--- config.mk ---
export PLATFORM = sky130hd
export DESIGN_NAME = exc_entry_ctrl
export DESIGN_NICKNAME = d
export VERILOG_FILES = /design/src/rtl/exc_entry_pkg.sv /design/src/rtl/exc_classify.sv /design/src/rtl/exc_vector.sv /design/src/rtl/exc_enable_state.sv /design/src/rtl/exc_entry_ctrl.sv
export SDC_FILE = /design/constraint.sdc
export NUM_CORES = 1
export LEC_CHECK = 0
export ABC_AREA = 1
export ABC_CLOCK_PERIOD_IN_PS = 1600
export BUFFER_PORTS_ARGS = -buffer_cell sky130_fd_sc_hd__buf_2
export CAP_MARGIN = 20
export CORE_MARGIN = 8
export CORE_UTILIZATION = 34
export CTS_CLUSTER_SIZE = 20
export DETAILED_ROUTE_END_ITERATION = 10
export PLACE_DENSITY = 0.71
export SYNTH_ARGS = -nofsm -noshare
export SYNTH_HDL_FRONTEND = slang
export SYNTH_SLANG_ARGS = --single-unit
--- constraint.sdc ---
create_clock -name clk -period 1.6 [get_ports clk]
set_input_delay 0 -clock clk [delete_from_list [all_inputs] [get_ports clk]]
set_output_delay 0 -clock clk [all_outputs]
set_load 0.005 [all_outputs]
--- src/rtl/exc_entry_pkg.sv ---
package exc_entry_pkg;
  localparam int CAUSE_W = 3;

  typedef enum logic [CAUSE_W-1:0] {
    CAUSE_RESET = 3'd0,
    CAUSE_BKPT  = 3'd1,
    CAUSE_IBUS  = 3'd2,
    CAUSE_WATCH = 3'd3,
    CAUSE_DBUS  = 3'd4,
    CAUSE_DIVZ  = 3'd5,
    CAUSE_IRQ   = 3'd6,
    CAUSE_SCALL = 3'd7
  } cause_e;

  typedef enum logic [1:0] {
    CLS_NONE = 2'd0,
    CLS_ORD  = 2'd1,
    CLS_DBG  = 2'd2,
    CLS_BAD  = 2'd3
  } exc_class_e;
endpackage

--- src/rtl/exc_classify.sv ---
module exc_classify
  import exc_entry_pkg::*;
(
  input  logic               valid,
  input  logic [CAUSE_W-1:0] cause,
  output exc_class_e         cls
);
  always_comb begin
    cls = CLS_NONE;
    if (valid) begin
      case (cause_e'(cause))
        CAUSE_IBUS, CAUSE_DBUS, CAUSE_DIVZ, CAUSE_IRQ, CAUSE_SCALL: cls = CLS_ORD;
        CAUSE_BKPT, CAUSE_WATCH:                                     cls = CLS_DBG;
        default:                                                     cls = CLS_BAD;
      endcase
    end
  end
endmodule

--- src/rtl/exc_vector.sv ---
module exc_vector
  import exc_entry_pkg::*;
#(
  parameter int XLEN      = 32,
  parameter int VEC_SHIFT = 5
) (
  input  logic [CAUSE_W-1:0] cause,
  input  logic               remap,
  input  logic [XLEN-1:0]    eba,
  input  logic [XLEN-1:0]    deba,
  output logic [XLEN-1:0]    vec
);
  localparam int LOW_W = CAUSE_W + VEC_SHIFT;

  logic [XLEN-LOW_W-1:0] base_hi;

  always_comb begin
    base_hi = remap ? deba[XLEN-1:LOW_W] : eba[XLEN-1:LOW_W];
    vec     = {base_hi, cause, {VEC_SHIFT{1'b0}}};
  end
endmodule

--- src/rtl/exc_enable_state.sv ---
module exc_enable_state (
  input  logic       clk,
  input  logic       rst,
  input  logic       take_ord,
  input  logic       take_dbg,
  input  logic       wr_en,
  input  logic [2:0] wr_data,
  output logic       ie,
  output logic       eie,
  output logic       bie
);
  always_ff @(posedge clk) begin
    if (rst) begin
      ie  <= 1'b0;
      eie <= 1'b0;
      bie <= 1'b0;
    end else if (take_ord) begin
      eie <= eie | ie;
      ie  <= 1'b0;
    end else if (take_dbg) begin
      bie <= bie | ie;
      ie  <= 1'b0;
    end else if (wr_en) begin
      ie  <= wr_data[0];
      eie <= wr_data[1];
      bie <= wr_data[2];
    end
  end

  p_ord_save_r3: assert property (@(posedge clk) disable iff (rst)
    (take_ord && ie) |=> (eie && !ie));
  p_ord_keep_r4: assert property (@(posedge clk) disable iff (rst)
    (take_ord && !ie) |=> $stable(eie));
  p_dbg_keep_r4: assert property (@(posedge clk) disable iff (rst)
    (take_dbg && !ie) |=> $stable(bie));
  p_dbg_side_r5: assert property (@(posedge clk) disable iff (rst)
    take_dbg |=> (!ie && $stable(eie)));
  p_wr_load_r9: assert property (@(posedge clk) disable iff (rst)
    (wr_en && !take_ord && !take_dbg) |=> ({bie, eie, ie} == $past(wr_data)));
endmodule

--- src/rtl/exc_entry_ctrl.sv ---
module exc_entry_ctrl
  import exc_entry_pkg::*;
#(
  parameter int XLEN      = 32,
  parameter int VEC_SHIFT = 5
) (
  input  logic               clk,
  input  logic               rst,
  input  logic               req_valid,
  input  logic [CAUSE_W-1:0] req_cause,
  input  logic [XLEN-1:0]    req_pc,
  input  logic [XLEN-1:0]    eba,
  input  logic [XLEN-1:0]    deba,
  input  logic               dbg_remap,
  input  logic               en_wr,
  input  logic [2:0]         en_wr_data,
  output logic               ie_o,
  output logic               eie_o,
  output logic               bie_o,
  output logic               ea_we,
  output logic [XLEN-1:0]    ea_data,
  output logic               ba_we,
  output logic [XLEN-1:0]    ba_data,
  output logic               pc_we,
  output logic [XLEN-1:0]    pc_data,
  output logic               bad_cause
);
  localparam int LOW_W = CAUSE_W + VEC_SHIFT;

  exc_class_e         cls;
  logic               take_ord, take_dbg, take_bad;
  logic [XLEN-1:0]    vec;

  exc_classify u_cls (
    .valid (req_valid),
    .cause (req_cause),
    .cls   (cls)
  );

  exc_vector #(.XLEN(XLEN), .VEC_SHIFT(VEC_SHIFT)) u_vec (
    .cause (req_cause),
    .remap (dbg_remap),
    .eba   (eba),
    .deba  (deba),
    .vec   (vec)
  );

  assign take_ord = (cls == CLS_ORD);
  assign take_dbg = (cls == CLS_DBG);
  assign take_bad = (cls == CLS_BAD);

  exc_enable_state u_en (
    .clk      (clk),
    .rst      (rst),
    .take_ord (take_ord),
    .take_dbg (take_dbg),
    .wr_en    (en_wr && !req_valid),
    .wr_data  (en_wr_data),
    .ie       (ie_o),
    .eie      (eie_o),
    .bie      (bie_o)
  );

  always_ff @(posedge clk) begin
    if (rst) begin
      ea_we     <= 1'b0;
      ea_data   <= '0;
      ba_we     <= 1'b0;
      ba_data   <= '0;
      pc_we     <= 1'b0;
      pc_data   <= '0;
      bad_cause <= 1'b0;
    end else begin
      ea_we     <= take_ord;
      ea_data   <= take_ord ? req_pc : '0;
      ba_we     <= take_dbg;
      ba_data   <= take_dbg ? req_pc : '0;
      pc_we     <= take_ord || take_dbg;
      pc_data   <= (take_ord || take_dbg) ? vec : '0;
      bad_cause <= take_bad;
    end
  end

  p_one_kind_r10: assert property (@(posedge clk) disable iff (rst)
    $onehot0({ea_we, ba_we, bad_cause}));
  p_ord_ea_r2: assert property (@(posedge clk) disable iff (rst)
    (req_valid && (req_cause == 3'd2 || req_cause >= 3'd4))
      |=> (ea_we && !ba_we && ea_data == $past(req_pc)));
  p_dbg_ba_r5: assert property (@(posedge clk) disable iff (rst)
    (req_valid && (req_cause == 3'd1 || req_cause == 3'd3))
      |=> (ba_we && ba_data == $past(req_pc)));
  p_vec_align_r6: assert property (@(posedge clk) disable iff (rst)
    pc_we |-> (pc_data[VEC_SHIFT-1:0] == '0));
  p_remap_r7: assert property (@(posedge clk) disable iff (rst)
    (req_valid && dbg_remap && req_cause != 3'd0)
      |=> (pc_data[XLEN-1:LOW_W] == $past(deba[XLEN-1:LOW_W])));
  p_bad_r8: assert property (@(posedge clk) disable iff (rst)
    (req_valid && req_cause == 3'd0)
      |=> (bad_cause && !pc_we && $stable({ie_o, eie_o, bie_o})));
endmodule

==> impl_metrics.prom <==
# TYPE chip_impl_metric gauge
chip_impl_info{name="run_status",value="complete, no violations"} 1
chip_impl_metric{name="crit_path_max_fanout",unit=""} 32
chip_impl_metric{name="routed_wire_length",unit="um"} 10120
chip_impl_metric{name="areaGrowthSynthToFinish",unit="%"} 69.15
chip_impl_metric{name="register_area",unit="um2"} 1962
chip_impl_metric{name="drt_pre_antenna_iters",unit=""} 4
chip_impl_info{name="most-common-layout-cells",value="sky130_fd_sc_hd__buf_2, sky130_fd_sc_hd__dfxtp_1, sky130_fd_sc_hd__nor2_1"} 1
chip_impl_metric{name="vias",unit=""} 2938
chip_impl_info{name="final_common_cell",value="sky130_fd_sc_hd__buf_2"} 1
chip_impl_metric{name="floorplan.rows",unit=""} 34
chip_impl_metric{name="min_period_over_period",unit="%"} 88.20
chip_impl_metric{name="design.core.area",unit="um2"} 8678
chip_impl_metric{name="finalHoldWorstSlack",unit="ps"} 399.7
chip_impl_info{name="cts_tree",value="yes"} 1
chip_impl_info{name="worstSetupStartpointType",value="primary input"} 1
chip_impl_metric{name="die_w",unit="um"} 110.3
chip_impl_metric{name="drt.antenna.violating_nets",unit=""} 0
chip_impl_metric{name="cp.required",unit="ps"} 1830
chip_impl_metric{name="numCtsBuffers",unit=""} 9
chip_impl_metric{name="cts_htree_levels",unit=""} 3
chip_impl_metric{name="multiInputGateArea",unit="um2"} 767.0
chip_impl_metric{name="track_usage",unit="%"} 16.01
chip_impl_metric{name="design_power_total",unit="uW"} 4777
chip_impl_metric{name="numClockSinks",unit=""} 98
chip_impl_metric{name="yosysSeqAreaShare",unit="%"} 64.93
chip_impl_metric{name="slew_viol_final",unit=""} 0
chip_impl_metric{name="placement.io_buffers",unit=""} 188
chip_impl_metric{name="timing.critical_path.arrival",unit="ps"} 1640
chip_impl_metric{name="drt_iter0_drc",unit=""} 90
chip_impl_metric{name="fmaxAchievable",unit="MHz"} 708.6
chip_impl_metric{name="die_h",unit="um"} 110.3
chip_impl_metric{name="power.ir.vdd_worst",unit="mV"} 0.5201
chip_impl_info{name="hold_path.class",value="in -> reg"} 1
chip_impl_metric{name="total_leakage_power",unit="uW"} 0.002827
chip_impl_metric{name="place_congestion",unit=""} 0.7590
chip_impl_metric{name="drc_errors",unit=""} 0
chip_impl_metric{name="max_slew_headroom",unit="%"} 61.78
chip_impl_metric{name="syn_inst",unit=""} 303
chip_impl_metric{name="p_per_area",unit="nW/um2"} 934.7
chip_impl_metric{name="hold_buf_cts",unit=""} 92
chip_impl_info{name="ctsRootBufferMaster",value="sky130_fd_sc_hd__clkbuf_8"} 1
chip_impl_metric{name="synth.cell_area",unit="um2"} 3022
chip_impl_metric{name="dpl-instance-area",unit="um2"} 3985
chip_impl_metric{name="transition_at_the_pin_with_the_smallest_max_transition_slack",unit="ps"} 572.5
chip_impl_metric{name="antenna_found_initial",unit=""} 1
chip_impl_metric{name="avgRoutedWirePerCell",unit="um"} 14.49
chip_impl_metric{name="filler_cell_count",unit=""} 710
chip_impl_metric{name="synth-warning-count",unit=""} 0
chip_impl_metric{name="first_global_vias",unit=""} 3101
chip_impl_info{name="setup_repair_after_global_routing_missed_its_margin",value="false"} 1
chip_impl_metric{name="clock_path_buffers",unit=""} 2
chip_impl_metric{name="fin_tns_setup",unit="ps"} 0
chip_impl_metric{name="finalHoldViolCount",unit=""} 0
chip_impl_metric{name="timing.final.setup_violations",unit=""} 0
chip_impl_metric{name="post_synth_num_cell_types",unit=""} 21
chip_impl_metric{name="drv_cap",unit=""} 0
chip_impl_metric{name="timing.final.ws_setup",unit="ps"} 188.8
chip_impl_info{name="setup.worst_path.end_class",value="flop"} 1
chip_impl_metric{name="post_cts_resized",unit=""} 0
chip_impl_metric{name="drive_above_1_share",unit="%"} 37.41
chip_impl_metric{name="clk_pin_slew_worst_paths",unit="ps"} 90
chip_impl_metric{name="post-cts-setup-buffers",unit=""} 0
chip_impl_info{name="setup.worst_path.class",value="in -> reg"} 1
chip_impl_metric{name="design.portCount",unit=""} 210
chip_impl_metric{name="syn_avg_cell_area",unit="um2"} 9.972
chip_impl_metric{name="grt.overflow.total",unit=""} 0
chip_impl_metric{name="die_area",unit="um2"} 12160
chip_impl_metric{name="place_worst_setup_slack",unit="ps"} 389.5
chip_impl_metric{name="placed_wire_length_estimate_after_detailed_placement",unit="um"} 6514
chip_impl_metric{name="skew",unit="ps"} 0.6504
chip_impl_metric{name="detail_route.vias_per_cell",unit=""} 4.209
chip_impl_metric{name="grt_first_pass_wirelength",unit="um"} 14760
chip_impl_metric{name="grt_start_max_net_pins",unit=""} 33
chip_impl_metric{name="initial_core_utilization",unit="%"} 34.82
chip_impl_metric{name="final_area",unit="um2"} 5111
chip_impl_metric{name="postSynthRegisterBits",unit=""} 98
chip_impl_metric{name="finalWorstPathRequiredPeriod",unit="ps"} 1411
chip_impl_metric{name="clk_latency",unit="ps"} 370
chip_impl_metric{name="layout_nets",unit=""} 691
[sequential cells by signal (all words and copies together), names as in the netlist]
signal and cells:
pc_data 27, bad_cause 1, ba_data 32, pc_we 1
u_en.ie 1, ea_we 1, ba_we 1, u_en.eie 1
u_en.bie 1, ea_data 32
[through the flow]
step | util [%] | cells
final | 58.90 | 698
after detailed placement | 45.92 | 589
after CTS | 58.84 | 696
after global placement | 45.92 | 589
after global routing | 58.87 | 697
after floorplan | - | 307
[layout make-up]
class | instances | area share (%)
sequential | 98 | 38.38
timing repair buffer | 282 | 36.72
multi-input combinational | 149 | 15.01
inverter | 44 | 3.231
clock buffer | 10 | 2.693
tap | 108 | 2.644
clock inverter | 5 | 1.224
antenna | 2 | 0.09792
[report_power, final]
group | switching [uW] | internal, uW | total (uW)
Sequential | 23.3 | 2520 | 2540
Combinational | 263 | 363 | 626
Clock | 843 | 765 | 1610
Total | 1130 | 3650 | 4780
[final timing paths]
path,from,end,cells past startpoint,slack (ps)
setup / recovery,req_valid,ea_data[26]$_SDFF_PP0_,9,190
hold / removal,req_pc[29],ba_data[29]$_SDFF_PP0_,4,400
setup reg to reg,u_en.ie$_SDFFE_PP0P_,u_en.eie$_SDFFE_PP0P_,5,600
hold reg to reg,u_en.ie$_SDFFE_PP0P_,u_en.ie$_SDFFE_PP0P_,2,570
[metal layers]
metal	vias up	global-route usage, %	share of wire, %
li1	1449	-	-
met1	1333	14.11	34
met2	119	29.74	53
met3	37	5.465	8.1
met4	0	11.32	4.8
met5	-	0	0
[synth_stat cells (all sizes together)]
cell type / number / area share, %
o211ai: 1 / 0.25
nand3: 7 / 1.3
mux2i: 24 / 8.0
nor2: 95 / 12
nand2: 13 / 2.0
a21oi: 2 / 0.70
o21ai: 1 / 0.17
buf: 16 / 4.7
inv: 44 / 5.5
dfxtp: 98 / 65
conb: 1 / 0.12
or2: 1 / 0.21
[worst max-delay path, cell delays in order]
cell,delay (ps)
sky130_fd_sc_hd__dlygate4sd3_1,540
sky130_fd_sc_hd__buf_2,140
sky130_fd_sc_hd__inv_2,70
sky130_fd_sc_hd__nor2_1,90
sky130_fd_sc_hd__nand2_1,100
sky130_fd_sc_hd__nand2_2,130
sky130_fd_sc_hd__nor2_4,40
sky130_fd_sc_hd__inv_2,410
sky130_fd_sc_hd__nor2_1,110
[logic make-up (layout without fill, tap and decap cells)]
logic type,after synthesis,in the layout,synth area share [%]
and+or+nand+nor,116,116,15.69
DFF,98,98,64.93
muxes,24,24,7.950
AOI/OAI and AO/OA,4,4,1.118
buffers and inverters,60,341,10.19
other,1,7,0.1241
(Power assumes the default switching activity.)
